<file path="config.mk">
export PLATFORM = sky130hd
export DESIGN_NAME = dmac_csr
export DESIGN_NICKNAME = d
export VERILOG_FILES = /design/src/rtl/dmac_pkg.sv /design/src/rtl/dmac_cnt.sv /design/src/rtl/dmac_ctrl.sv /design/src/rtl/dmac_irq_gate.sv /design/src/rtl/dmac_csr.sv
export SDC_FILE = /design/constraint.sdc
export NUM_CORES = 1
export LEC_CHECK = 0
export ABC_AREA = 1
export BUFFER_PORTS_ARGS = -buffer_cell sky130_fd_sc_hd__buf_2
export CAP_MARGIN = 20
export CORE_MARGIN = 5
export CORE_UTILIZATION = 60
export DETAILED_ROUTE_END_ITERATION = 10
export PLACE_DENSITY = 0.83
export SLEW_MARGIN = 5
export SYNTH_ARGS = -nofsm -noshare
export SYNTH_HDL_FRONTEND = slang
export SYNTH_HIERARCHICAL = 1
export SYNTH_SLANG_ARGS = --single-unit
</file>
<file path="constraint.sdc">
create_clock -name clk -period 6.17 [get_ports clk]
set_input_delay 0.617 -clock clk [delete_from_list [all_inputs] [get_ports clk]]
set_output_delay 0.617 -clock clk [all_outputs]
set_load 0.01 [all_outputs]
</file>
<file path="src/rtl/dmac_pkg.sv">
package dmac_pkg;
   typedef enum logic [2:0] {
      RA_CTRL    = 3'd0,
      RA_ADDR_HI = 3'd1,
      RA_ADDR_LO = 3'd2,
      RA_CNT_HI  = 3'd3,
      RA_CNT_LO  = 3'd4,
      RA_FCNT_HI = 3'd5,
      RA_FCNT_LO = 3'd6
   } reg_addr_e;

   typedef struct packed {
      logic pack;
      logic send;
      logic dma_en;
      logic irq_en;
      logic ctl_rel;
      logic fifo_rel;
   } ctrl_t;

   localparam int CTRL_W   = 6;
   localparam int ST_CONF  = 8;
   localparam int ST_BERR  = 9;
   localparam int ST_VIOL  = 10;
   localparam int ST_LOB   = 12;
endpackage

</file>
<file path="src/rtl/dmac_cnt.sv">
module dmac_cnt #(
   parameter int W       = 32,
   parameter int HW      = 16,
   parameter bit UP      = 1'b0,
   parameter bit CLR_LSB = 1'b0
) (
   input  logic          clk,
   input  logic          rst_n,
   input  logic          wr_hi,
   input  logic          wr_lo,
   input  logic [HW-1:0] wdata,
   input  logic          step,
   output logic [W-1:0]  value,
   output logic          is_zero
);
   localparam int HI_W = W - HW;

   initial assert (W == 2 * HW) else $error("dmac_cnt: W must be twice HW");

   logic [HW-1:0] lo_data;
   logic [W-1:0]  stepped;
   logic          step_ok;

   generate
      if (CLR_LSB) begin : g_even
         assign lo_data = {wdata[HW-1:1], 1'b0};
      end else begin : g_plain
         assign lo_data = wdata;
      end
      if (UP) begin : g_up
         assign stepped = value + W'(1);
         assign step_ok = step;
      end else begin : g_down
         assign stepped = value - W'(1);
         assign step_ok = step && !is_zero;
      end
   endgenerate

   assign is_zero = (value == '0);

   always_ff @(posedge clk or negedge rst_n) begin
      if (!rst_n) begin
         value <= '0;
      end else if (wr_hi || wr_lo) begin
         if (wr_hi) value[W-1:HW] <= wdata[HI_W-1:0];
         if (wr_lo) value[HW-1:0] <= lo_data;
      end else if (step_ok) begin
         value <= stepped;
      end
   end


   zero_hold_chk: assert property (@(posedge clk) disable iff (!rst_n)
      (!UP && is_zero && !wr_hi && !wr_lo) |=> is_zero);
endmodule

</file>
<file path="src/rtl/dmac_ctrl.sv">
module dmac_ctrl
   import dmac_pkg::*;
#(
   parameter bit PACK_EN = 1'b1
) (
   input  logic              clk,
   input  logic              rst_n,
   input  logic              wr,
   input  logic [CTRL_W-1:0] wdata,
   input  logic              conf_evt,
   input  logic              berr_evt,
   input  logic              viol_evt,
   output ctrl_t             ctrl,
   output logic              err_conf,
   output logic              err_berr,
   output logic              viol
);
   ctrl_t wr_val;

   generate
      if (PACK_EN) begin : g_pack
         assign wr_val = ctrl_t'(wdata);
      end else begin : g_nopack
         assign wr_val = ctrl_t'({1'b0, wdata[CTRL_W-2:0]});
      end
   endgenerate

   always_ff @(posedge clk or negedge rst_n) begin
      if (!rst_n)  ctrl <= '0;
      else if (wr) ctrl <= wr_val;
   end

   always_ff @(posedge clk or negedge rst_n) begin
      if (!rst_n) begin
         err_conf <= 1'b0;
         err_berr <= 1'b0;
         viol     <= 1'b0;
      end else if (!ctrl.fifo_rel) begin
         err_conf <= 1'b0;
         err_berr <= 1'b0;
         viol     <= 1'b0;
      end else begin
         err_conf <= err_conf | conf_evt;
         err_berr <= err_berr | berr_evt;
         viol     <= viol | viol_evt;
      end
   end


   sticky_err_chk: assert property (@(posedge clk) disable iff (!rst_n)
      (ctrl.fifo_rel && (err_conf || err_berr)) |=> (err_conf || err_berr));


   err_clear_chk: assert property (@(posedge clk) disable iff (!rst_n)
      !ctrl.fifo_rel |=> (!err_conf && !err_berr && !viol));
endmodule

</file>
<file path="src/rtl/dmac_irq_gate.sv">
module dmac_irq_gate (
   input  logic sbc_irq,
   input  logic irq_en,
   input  logic dma_en,
   input  logic fifo_empty,
   input  logic fcnt_zero,
   output logic host_irq
);
   logic quiet;
   assign quiet    = fifo_empty && fcnt_zero;
   assign host_irq = sbc_irq && irq_en && dma_en && quiet;
endmodule

</file>
<file path="src/rtl/dmac_csr.sv">
module dmac_csr
   import dmac_pkg::*;
#(
   parameter int DATA_W  = 16,
   parameter int CNT_W   = 32,
   parameter int LOB_W   = 2,
   parameter bit PACK_EN = 1'b1
) (
   input  logic              clk,
   input  logic              rst_n,
   input  logic              reg_wr,
   input  logic [2:0]        reg_addr,
   input  logic [DATA_W-1:0] reg_wdata,
   output logic [DATA_W-1:0] reg_rdata,
   input  logic              byte_stb,
   output logic              dma_run,
   output logic [CNT_W-1:0]  dma_addr,
   output logic              dir_send,
   output logic              pack_mode,
   output logic              fifo_rst,
   output logic              ctl_rst,
   input  logic              fifo_empty,
   input  logic [LOB_W-1:0]  lob_cnt,
   input  logic              conf_evt,
   input  logic              berr_evt,
   input  logic              sbc_irq,
   output logic              host_irq,
   input  logic              ctl_acc,
   output logic              ctl_acc_ok
);
   localparam int HW = CNT_W / 2;

   initial assert (DATA_W == 16) else $error("dmac_csr: DATA_W must be 16");
   initial assert (CNT_W == 2 * DATA_W) else $error("dmac_csr: CNT_W must be 2*DATA_W");
   initial assert (LOB_W >= 1 && LOB_W <= 3) else $error("dmac_csr: LOB_W out of range");

   ctrl_t             ctrl;
   logic              err_conf, err_berr, viol;
   logic [CNT_W-1:0]  cnt, fcnt;
   logic              cnt_zero, fcnt_zero, addr_zero;
   logic              step;
   logic              wr_ctrl, wr_ahi, wr_alo, wr_chi, wr_clo, wr_fhi, wr_flo;

   assign wr_ctrl = reg_wr && (reg_addr == RA_CTRL);
   assign wr_ahi  = reg_wr && (reg_addr == RA_ADDR_HI);
   assign wr_alo  = reg_wr && (reg_addr == RA_ADDR_LO);
   assign wr_chi  = reg_wr && (reg_addr == RA_CNT_HI);
   assign wr_clo  = reg_wr && (reg_addr == RA_CNT_LO);
   assign wr_fhi  = reg_wr && ((reg_addr == RA_FCNT_HI) || (reg_addr == RA_CNT_HI));
   assign wr_flo  = reg_wr && ((reg_addr == RA_FCNT_LO) || (reg_addr == RA_CNT_LO));

   dmac_ctrl #(.PACK_EN(PACK_EN)) u_ctrl (
      .clk      (clk),
      .rst_n    (rst_n),
      .wr       (wr_ctrl),
      .wdata    (reg_wdata[CTRL_W-1:0]),
      .conf_evt (conf_evt),
      .berr_evt (berr_evt),
      .viol_evt (ctl_acc && ctrl.dma_en),
      .ctrl     (ctrl),
      .err_conf (err_conf),
      .err_berr (err_berr),
      .viol     (viol)
   );

   assign dma_run = ctrl.dma_en && ctrl.fifo_rel && !cnt_zero;
   assign step    = byte_stb && dma_run;

   dmac_cnt #(.W(CNT_W), .HW(HW), .UP(1'b1), .CLR_LSB(1'b1)) u_addr (
      .clk(clk), .rst_n(rst_n), .wr_hi(wr_ahi), .wr_lo(wr_alo),
      .wdata(reg_wdata), .step(step), .value(dma_addr), .is_zero(addr_zero)
   );

   dmac_cnt #(.W(CNT_W), .HW(HW), .UP(1'b0), .CLR_LSB(1'b0)) u_cnt (
      .clk(clk), .rst_n(rst_n), .wr_hi(wr_chi), .wr_lo(wr_clo),
      .wdata(reg_wdata), .step(step), .value(cnt), .is_zero(cnt_zero)
   );

   dmac_cnt #(.W(CNT_W), .HW(HW), .UP(1'b0), .CLR_LSB(1'b0)) u_fcnt (
      .clk(clk), .rst_n(rst_n), .wr_hi(wr_fhi), .wr_lo(wr_flo),
      .wdata(reg_wdata), .step(step), .value(fcnt), .is_zero(fcnt_zero)
   );

   dmac_irq_gate u_gate (
      .sbc_irq    (sbc_irq),
      .irq_en     (ctrl.irq_en),
      .dma_en     (ctrl.dma_en),
      .fifo_empty (fifo_empty),
      .fcnt_zero  (fcnt_zero),
      .host_irq   (host_irq)
   );

   assign dir_send   = ctrl.send;
   assign pack_mode  = ctrl.pack;
   assign fifo_rst   = !ctrl.fifo_rel;
   assign ctl_rst    = !ctrl.ctl_rel;
   assign ctl_acc_ok = ctl_acc && !ctrl.dma_en;

   always_comb begin
      reg_rdata = '0;
      unique case (reg_addr)
         RA_CTRL: begin
            reg_rdata[CTRL_W-1:0]          = ctrl;
            reg_rdata[ST_CONF]             = err_conf;
            reg_rdata[ST_BERR]             = err_berr;
            reg_rdata[ST_VIOL]             = viol;
            reg_rdata[ST_LOB +: LOB_W]     = lob_cnt;
         end
         RA_ADDR_HI: reg_rdata = dma_addr[CNT_W-1:HW];
         RA_ADDR_LO: reg_rdata = dma_addr[HW-1:0];
         RA_CNT_HI:  reg_rdata = cnt[CNT_W-1:HW];
         RA_CNT_LO:  reg_rdata = cnt[HW-1:0];
         RA_FCNT_HI: reg_rdata = fcnt[CNT_W-1:HW];
         RA_FCNT_LO: reg_rdata = fcnt[HW-1:0];
         default:    reg_rdata = '0;
      endcase
   end


   irq_gate_chk: assert property (@(posedge clk) disable iff (!rst_n)
      host_irq |-> (ctrl.dma_en && fcnt_zero));


   run_nonzero_chk: assert property (@(posedge clk) disable iff (!rst_n)
      dma_run |-> !cnt_zero);


   acc_block_chk: assert property (@(posedge clk) disable iff (!rst_n)
      ctrl.dma_en |-> !ctl_acc_ok);


   even_addr_chk: assert property (@(posedge clk) disable iff (!rst_n)
      wr_alo |=> !dma_addr[0]);
endmodule

</file>
# Word level (Yosys, flattened, before mapping)
# Index checks and enable logic that the tools add are counted.
# Widths: inputs -> output; s select.
[totals]
regBits = 105
input_bits = 30
output_inout_bits = 55
wordCells = 94
[classes]
n_addsub = 3
eq_ne = 12
n_mux = 21
bitwise_logic = 3
n_reduce_logical = 40
[op_table]
columns = ["op", "n"]
rows = [
  ["$mux 32", 6],
  ["$mux 16", 6],
  ["$logic_not 32->1", 2],
  ["$sub 32x1->32 const B", 2],
  ["$pmux 6 s7", 1],
  ["$add 32x1->32 const B", 1],
  ["$pmux 2 s6", 2],
  ["$pmux 3 s7", 1],
  ["$logic_and 1x1->1", 18],
  ["$pmux 2 s7", 1],
  ["$ne 2x1->1 const B", 6],
  ["$reduce_and 2->1", 6],
  ["$eq 3x3->1 const B", 3],
  ["$eq 3x2->1 const B", 2],
  ["$pmux 1 s6", 1],
  ["$reduce_bool 2->1", 3],
  ["$logic_not 1->1", 5],
  ["$logic_or 1x1->1", 5],
  ["$eq 3x1->1 const B", 1],
  ["$logic_not 3->1", 1],
  ["$mux 1", 3],
  ["$or 1x1->1", 3],
]

# Logic depth before layout (Yosys ltp)
# Gate-level depths: netlist (run 1).
[depth]
word_depth = 7
mapped_depth = 15
ltp_nobuf = 15

# By module
# Netlist (run 1), hierarchy kept.
[by_module_without_submodules]
columns = ["module", "instances", "cells_each", "area_each_um2", "seq_area_each_um2"]
rows = [
  ["dmac_cnt at u_cnt ...", 2, 411, 2444.8, 800.8],
  ["dmac_cnt at u_addr", 1, 405, 2493.6, 800.8],
  ["dmac_csr", 1, 269, 1243.7, 0.0],
  ["dmac_ctrl", 1, 35, 322.8, 225.2],
  ["dmac_irq_gate", 1, 3, 12.5, 0.0],
]

# Worst setup path before layout (run 1)
# Ideal clock, no wire load.
[synth_path]
path_kind = "in2reg"
start = "in reg_addr[2]"
end = "reg u_addr.value[11]"
setup_ps = 117
arrival_time_ps = 2227
required_ps = 6053
setup_slack_ps = 3825
path_stages = 13
path_buffers = 2
path_cell_list = "buf_2 inv_1 nand3_2 buf_2 nor2_1 nor2_4 nand2_2 inv_4 nor2_8 inv_4 o21a_1 o21ai_1 inv_1"
[synth_via]
elab_chain_len = 5
word_cells_on_any_way = 9
classes_between = "eq/ne: 3; mux: 1; reduce/logical: 5"
[synth_lines]
columns = ["item", "line_no", "text"]
rows = [
  ["start, declared", "dmac_csr.sv:12", "input logic [2:0] reg_addr,"],
  ["$eq 3x1->1 *", "dmac_csr.sv:45", "assign wr_ahi = reg_wr && (reg_addr == RA_ADDR_HI);"],
  ["$logic_and 1x1->1 *", "dmac_csr.sv:45", ""],
  ["net wr_ahi", "dmac_csr.sv:42", "logic wr_ctrl, wr_ahi, wr_alo, wr_chi, wr_clo, wr_fhi, wr_flo;"],
  ["$logic_or 1x1->1 *", "dmac_cnt.sv:44", "end else if (wr_hi || wr_lo) begin"],
  ["$ne 2x1->1 (no line) / $reduce_bool 2->1 (equally long branches)", "n/a", ""],
  ["$reduce_and 2->1 (no line)", "n/a", ""],
  ["end signal, assigned by index", "dmac_cnt.sv:45", "if (wr_hi) value[W-1:HW] <= wdata[HI_W-1:0];"],
  ["end signal, assigned by index", "dmac_cnt.sv:46", "if (wr_lo) value[HW-1:0] <= lo_data;"],
  ["end signal, assigned", "dmac_cnt.sv:48", "value <= stepped;"],
  ["end, declared", "dmac_cnt.sv:13", "output logic [W-1:0] value,"],
]
# The timed path passes the listed nets; every way through them passes the cells marked *.
# A chain may end at the register's enable or synchronous reset.

# Final worst setup path (run 1)
[layout_path]
start = "in reg_addr[2]"
end = "reg u_addr.value[2]"
# The elaborated chain is that of the path after synthesis.

==> results of run 1 <==
## final cells by class
class	count	area share [%]
clock buffer	9	2.36
clock inverter	7	0.576
inverter	166	6.60
multi-input combinational	1199	55.6
sequential	105	27.5
tap	184	2.41
timing repair buffer	91	4.97
## through the flow
step	cell area [µm²]	utilization [%]	hold WS (ns)	power, mW
6_report	9560	65.8	0.213	4.28
5_1_grt	9560	65.8	0.244	4.64
4_1_cts	9560	65.8	0.222	4.22
3_5_place_dp	9280	63.9	0.522	3.64
3_3_place_gp	9280	63.9	0.519	3.60
2_1_floorplan	8890	-	0.321	2.91
## worst max-delay path: stages
cell     delay [ns]
buf_2          0.37
inv_1          0.85
nand3_2        0.46
nor2_1         0.55
nor2_4         0.20
inv_2          0.44
nand2_1        0.17
inv_1          0.15
o21ai_0        0.09
a32oi_1        0.15
## sequential cells by signal, summed over array words and instances, names as in the netlist
register / flops
u_addr/value: 32
u_ctrl/viol: 1
u_ctrl/err_berr: 1
u_fcnt/value: 32
u_ctrl/ctrl: 6
u_ctrl/err_conf: 1
u_cnt/value: 32
## power breakdown
group | total, mW | switching, mW | internal [mW] | leakage [nW]
clock network | 0.564 | 0.288 | 0.276 | 0.120
logic | 2.17 | 1.43 | 0.737 | 3.81
registers | 1.55 | 0.579 | 0.974 | 1.31
## per-layer routing
metal  vias to the layer above  GRT usage [%]  share of wire, %  wire (µm)
met5                         -              0                 0          0
li1                       4932              -                 -          -
met2                       621           52.8                44      13700
met4                         0           15.3               4.4       1380
met3                        98           8.36                12       3670
met1                      4718           49.5                40      12700
## how the worst max path moves through the flow
| stage | from | end | slack (ns) | depth (start not counted) |
|---|---|---|---|---|
| floorplan | reg_addr[2] | u_addr/value[11] | 3.83 | 13 |
| global placement | reg_addr[2] | u_cnt/value[19] | 2.29 | 10 |
| detailed placement | reg_addr[2] | u_cnt/value[19] | 2.20 | 10 |
| CTS | reg_addr[2] | u_cnt/value[4] | 2.58 | 12 |
| global route | reg_addr[2] | u_cnt/value[4] | 2.15 | 12 |
| finish | reg_addr[2] | u_addr/value[2] | 2.38 | 10 |
==> reports/qor.yml, run 1 <==
routing:
  first_pass_iters: 6
  wl_per_cell_um: 17.9
  vias: 10400
  wl_mm: 31.5
  drt_iter0_drc: 1478
  viasPerCell: 5.89
  drc_errors: 0
  drtAntennaViolNets: 0
cells_and_area:
  fillers: 1458
  syn_to_final_growth_pct: 7.50
  multi_input_area_um2: 5320
  layout_commonest_cell: "nand2_1"
  fin_cells: 1761
  drive_gt1_share_pct: 9.89
  layout_common_cells: "nand2_1 (524), nor2_1 (276), inv_1 (156)"
  seqCellArea_um2: 2630
  num_antenna_cells: 0
  fin_nets: 1606
cts:
  cts_tree: "yes"
  numCtsBuffers: 9
  clock_latency_ns: 0.37
  cts.path.max_buffers: 2
  cts_hold_buffers: 0
  post_cts_buffers: 0
  cts.sinks: 105
  cts.clk_slew.worst_paths_ns: 0.07
  clock-root-buffer: "clkbuf_16"
  ctsResizeCount: 0
  htree_levels: 3
placed_design:
  port_buffers: 84
  placedCellCount: 1745
  gp_congestion: 1.01
  dp_slack_ns: 2.20
  post-dp-hpwl_mm: 23.1
timing:
  fin_crit_sh_pct: 61.5
  drv_slew: 0
  rsz0062_at_grt: "false"
  hold_viol_final: 0
  fin_ws_ns: 2.38
  fin_tns_setup_ns: 0
  timing.fmax_mhz: 264
  setup_viol: 0
  period_needed_ns: 3.79
  tightest_slew_ns: 0.953
  slew_headroom_pct: 36.4
  finClkSkew_ns: 0.00983
worst_setup_path:
  r2r_cells: 12
  worstSetupPathType: "input port to register"
  r2r_slack_ns: 3.21
  r2r_start: "u_cnt/value[0]"
  worstSetupStartpointType: "input port"
  crit_arrival_ns: 4.08
  cp-end-kind: "register"
  timing.rr.end: "u_fcnt/value[19]"
  crit_path_max_fanout: 52
  required_ns: 6.45
die:
  start_util_pct: 61.2
  die_w_um: 132
  core-area_um2: 14500
  die-area_um2: 17400
  die_height_um: 132
  rows: 44
  io_pins: 85
grt:
  antenna_found_initial: 0
  grt_max_degree: 69
  track_usage_pct: 35.5
  grt_pass1_wl_mm: 49.5
  grt_pass1_vias: 8995
  grt_overflow: 0
pwr:
  cellPowerDensity_nw_per_um2: 448
  p_leak_nw: 5.24
  max-vdd-ir-drop_mv: 0.236
min_path:
  min_path_type: "input port to async pin"
logic_synthesis:
  synth_area_um2: 8890
  yosysWarningCount: 6
  synthCells: 1522
  post_synth.cell_area_avg_um2: 5.84
  synth_fp_nets: 1556
status:
  status: "finished, final reports clean"
run:
  cap_viol_max_count: 0
(Power assumes the default switching activity.)
==> run 2, diff against run 1 <==
CORE_UTILIZATION = 55   (was 60)
PLACE_DENSITY = 0.8   (was 0.83)
clock period = 3.1 ns   (was 6.17 ns; I/O delays follow)
==> reports/qor.yml, run 2 (synthesis gave the netlist of run 1 again) <==
timing:
  slew_headroom_pct: 54.3
  fin_crit_sh_pct: 89.6
  rsz0062_at_grt: "false"
  hold_viol_final: 0
  tightest_slew_ns: 0.684
  period_needed_ns: 2.78
  setup_viol: 0
  fin_tns_setup_ns: 0
  drv_slew: 0
  timing.fmax_mhz: 360
  finClkSkew_ns: 0.00882
cells_and_area:
  multi_input_area_um2: 5320
  fillers: 1584
  drive_gt1_share_pct: 10.3
  layout_common_cells: "nand2_1 (524), nor2_1 (276), inv_1 (156)"
  num_antenna_cells: 0
  syn_to_final_growth_pct: 8.88
  seqCellArea_um2: 2630
  fin_nets: 1616
  top_regs: "u_addr/value (32), u_cnt/value (32), u_fcnt/value (32)"
  utilization_pct: 61.0
  final_area_um2: 9680
  layout_commonest_cell: "nand2_1"
routing:
  wl_mm: 32.7
  vias: 10500
  viasPerCell: 5.83
  wl_per_cell_um: 18.1
  drt_iter0_drc: 1336
  drc_errors: 0
  first_pass_iters: 6
  drtAntennaViolNets: 0
pwr:
  p_leak_nw: 5.30
  cellPowerDensity_nw_per_um2: 878
  p_seq_share_pct: 35.4
  p_int_mw: 3.97
  power_frac_clock_pct: 13.3
  comb_power_share_pct: 51.4
  p_switching_mw: 4.53
  max-vdd-ir-drop_mv: 0.530
  total_power_mw: 8.50
  switching_share_pct: 53.3
die:
  die_height_um: 137
  start_util_pct: 56.0
  rows: 46
  io_pins: 85
  die-area_um2: 18800
  core-area_um2: 15900
  die_w_um: 137
placed_design:
  post-dp-hpwl_mm: 23.8
  gp_congestion: 1.01
  port_buffers: 84
  placed_cell_area_um2: 9400
grt:
  antenna_found_initial: 0
  grt_overflow: 0
  grt_pass1_wl_mm: 50.4
  grt_pass1_vias: 9259
  track_usage_pct: 34.8
  grt_max_degree: 52
cts:
  post_cts_buffers: 0
  cts_tree: "yes"
  cts.sinks: 105
  numCtsBuffers: 9
  htree_levels: 3
  clock_latency_ns: 0.37
  cts.path.max_buffers: 2
  cts.clk_slew.worst_paths_ns: 0.08
  clock-root-buffer: "clkbuf_16"
worst_setup_path:
  cp-end-kind: "register"
  crit_path_max_fanout: 31
  worstSetupStartpointType: "register"
  crit_arrival_ns: 3.03
  required_ns: 3.35
  worstSetupPathType: "register to register"
status:
  status: "finished, final reports clean"
run:
  cap_viol_max_count: 0
min_path:
  min_path_type: "input port to register"
run 2: cell count changes in the layout (fill, tap and decap cells not counted), sizes merged:
cell | previous run | this run
clkinv | 1 | 4
clkinvlp | 5 | 1
clkbuf | 9 | 10
buf | 91 | 100
dlygate4sd3 | 0 | 1
run 2: worst paths after layout:
path | startpoint | slack [ns] | end | cells past startpoint
worst max-delay path | u_cnt/value[0] | 0.32 | u_cnt/value[14] | 12
worst min-delay path | berr_evt | 0.17 | u_ctrl/err_berr | 3
worst max register to register | u_cnt/value[0] | 0.32 | u_cnt/value[14] | 12
worst min register to register | u_ctrl/ctrl[5] | 0.52 | u_ctrl/ctrl[5] | 2
max in group asynchronous | rst_n | 1.90 | u_addr/value[15] | 3
min in group asynchronous | rst_n | 0.44 | u_fcnt/value[3] | 2
run 2: layout make-up:
| cell class | instances | area share (%) |
|---|---|---|
| clock inverters | 6 | 0.452 |
| flip-flops and latches | 105 | 27.1 |
| multi-input cells | 1199 | 54.9 |
| clock buffers | 10 | 2.36 |
| inverters | 166 | 6.51 |
| well taps | 216 | 2.79 |
| repair buffers | 101 | 5.84 |
run 2: what timing repair did:
item | 4_1_cts | 5_1_grt
endpoints found under the hold margin | 27 | 0
gates resized for setup | 0 | 0
hold buffers | 1 | 0
run 2: power by group through the flow:
stage	clock network, mW	logic [mW]	registers [mW]
finish	1.13	4.37	3.01
global route	1.19	4.95	3.08
CTS	1.14	4.26	2.97
detailed placement	0	4.23	2.98
global placement	0	4.17	2.98
floorplan	0	3.10	2.69
run 2: through the flow:
stage	setup WS, ns	hold slack [ns]	instances
3_5_place_dp	0.434	0.291	1786
6_report	0.321	0.167	1803
2_1_floorplan	0.942	0.0144	1522
3_3_place_gp	0.549	0.288	1786
4_1_cts	0.423	0.164	1803
5_1_grt	0.160	0.202	1803
run 2: metal layers:
layer	up-vias	share of wire, %	GRT usage, %
li1	4939	-	-
met1	4807	40	47.4
met2	656	43	50.3
met3	117	12	10.4
met4	0	4.7	16.9
met5	-	0	0
run 2: critical path, cell delays in order (launching register included):
cell and delay (ns):
dfrtp_1 0.36, inv_1 0.07, ha_1 0.25, nand2_2 0.14, nor2_4 0.07, nand4_1 0.10, nor3_1 0.07, nor3b_1 0.59
nand3_2 0.20, nand2_2 0.54, inv_1 0.13, nand2_1 0.09, nand2_1 0.05
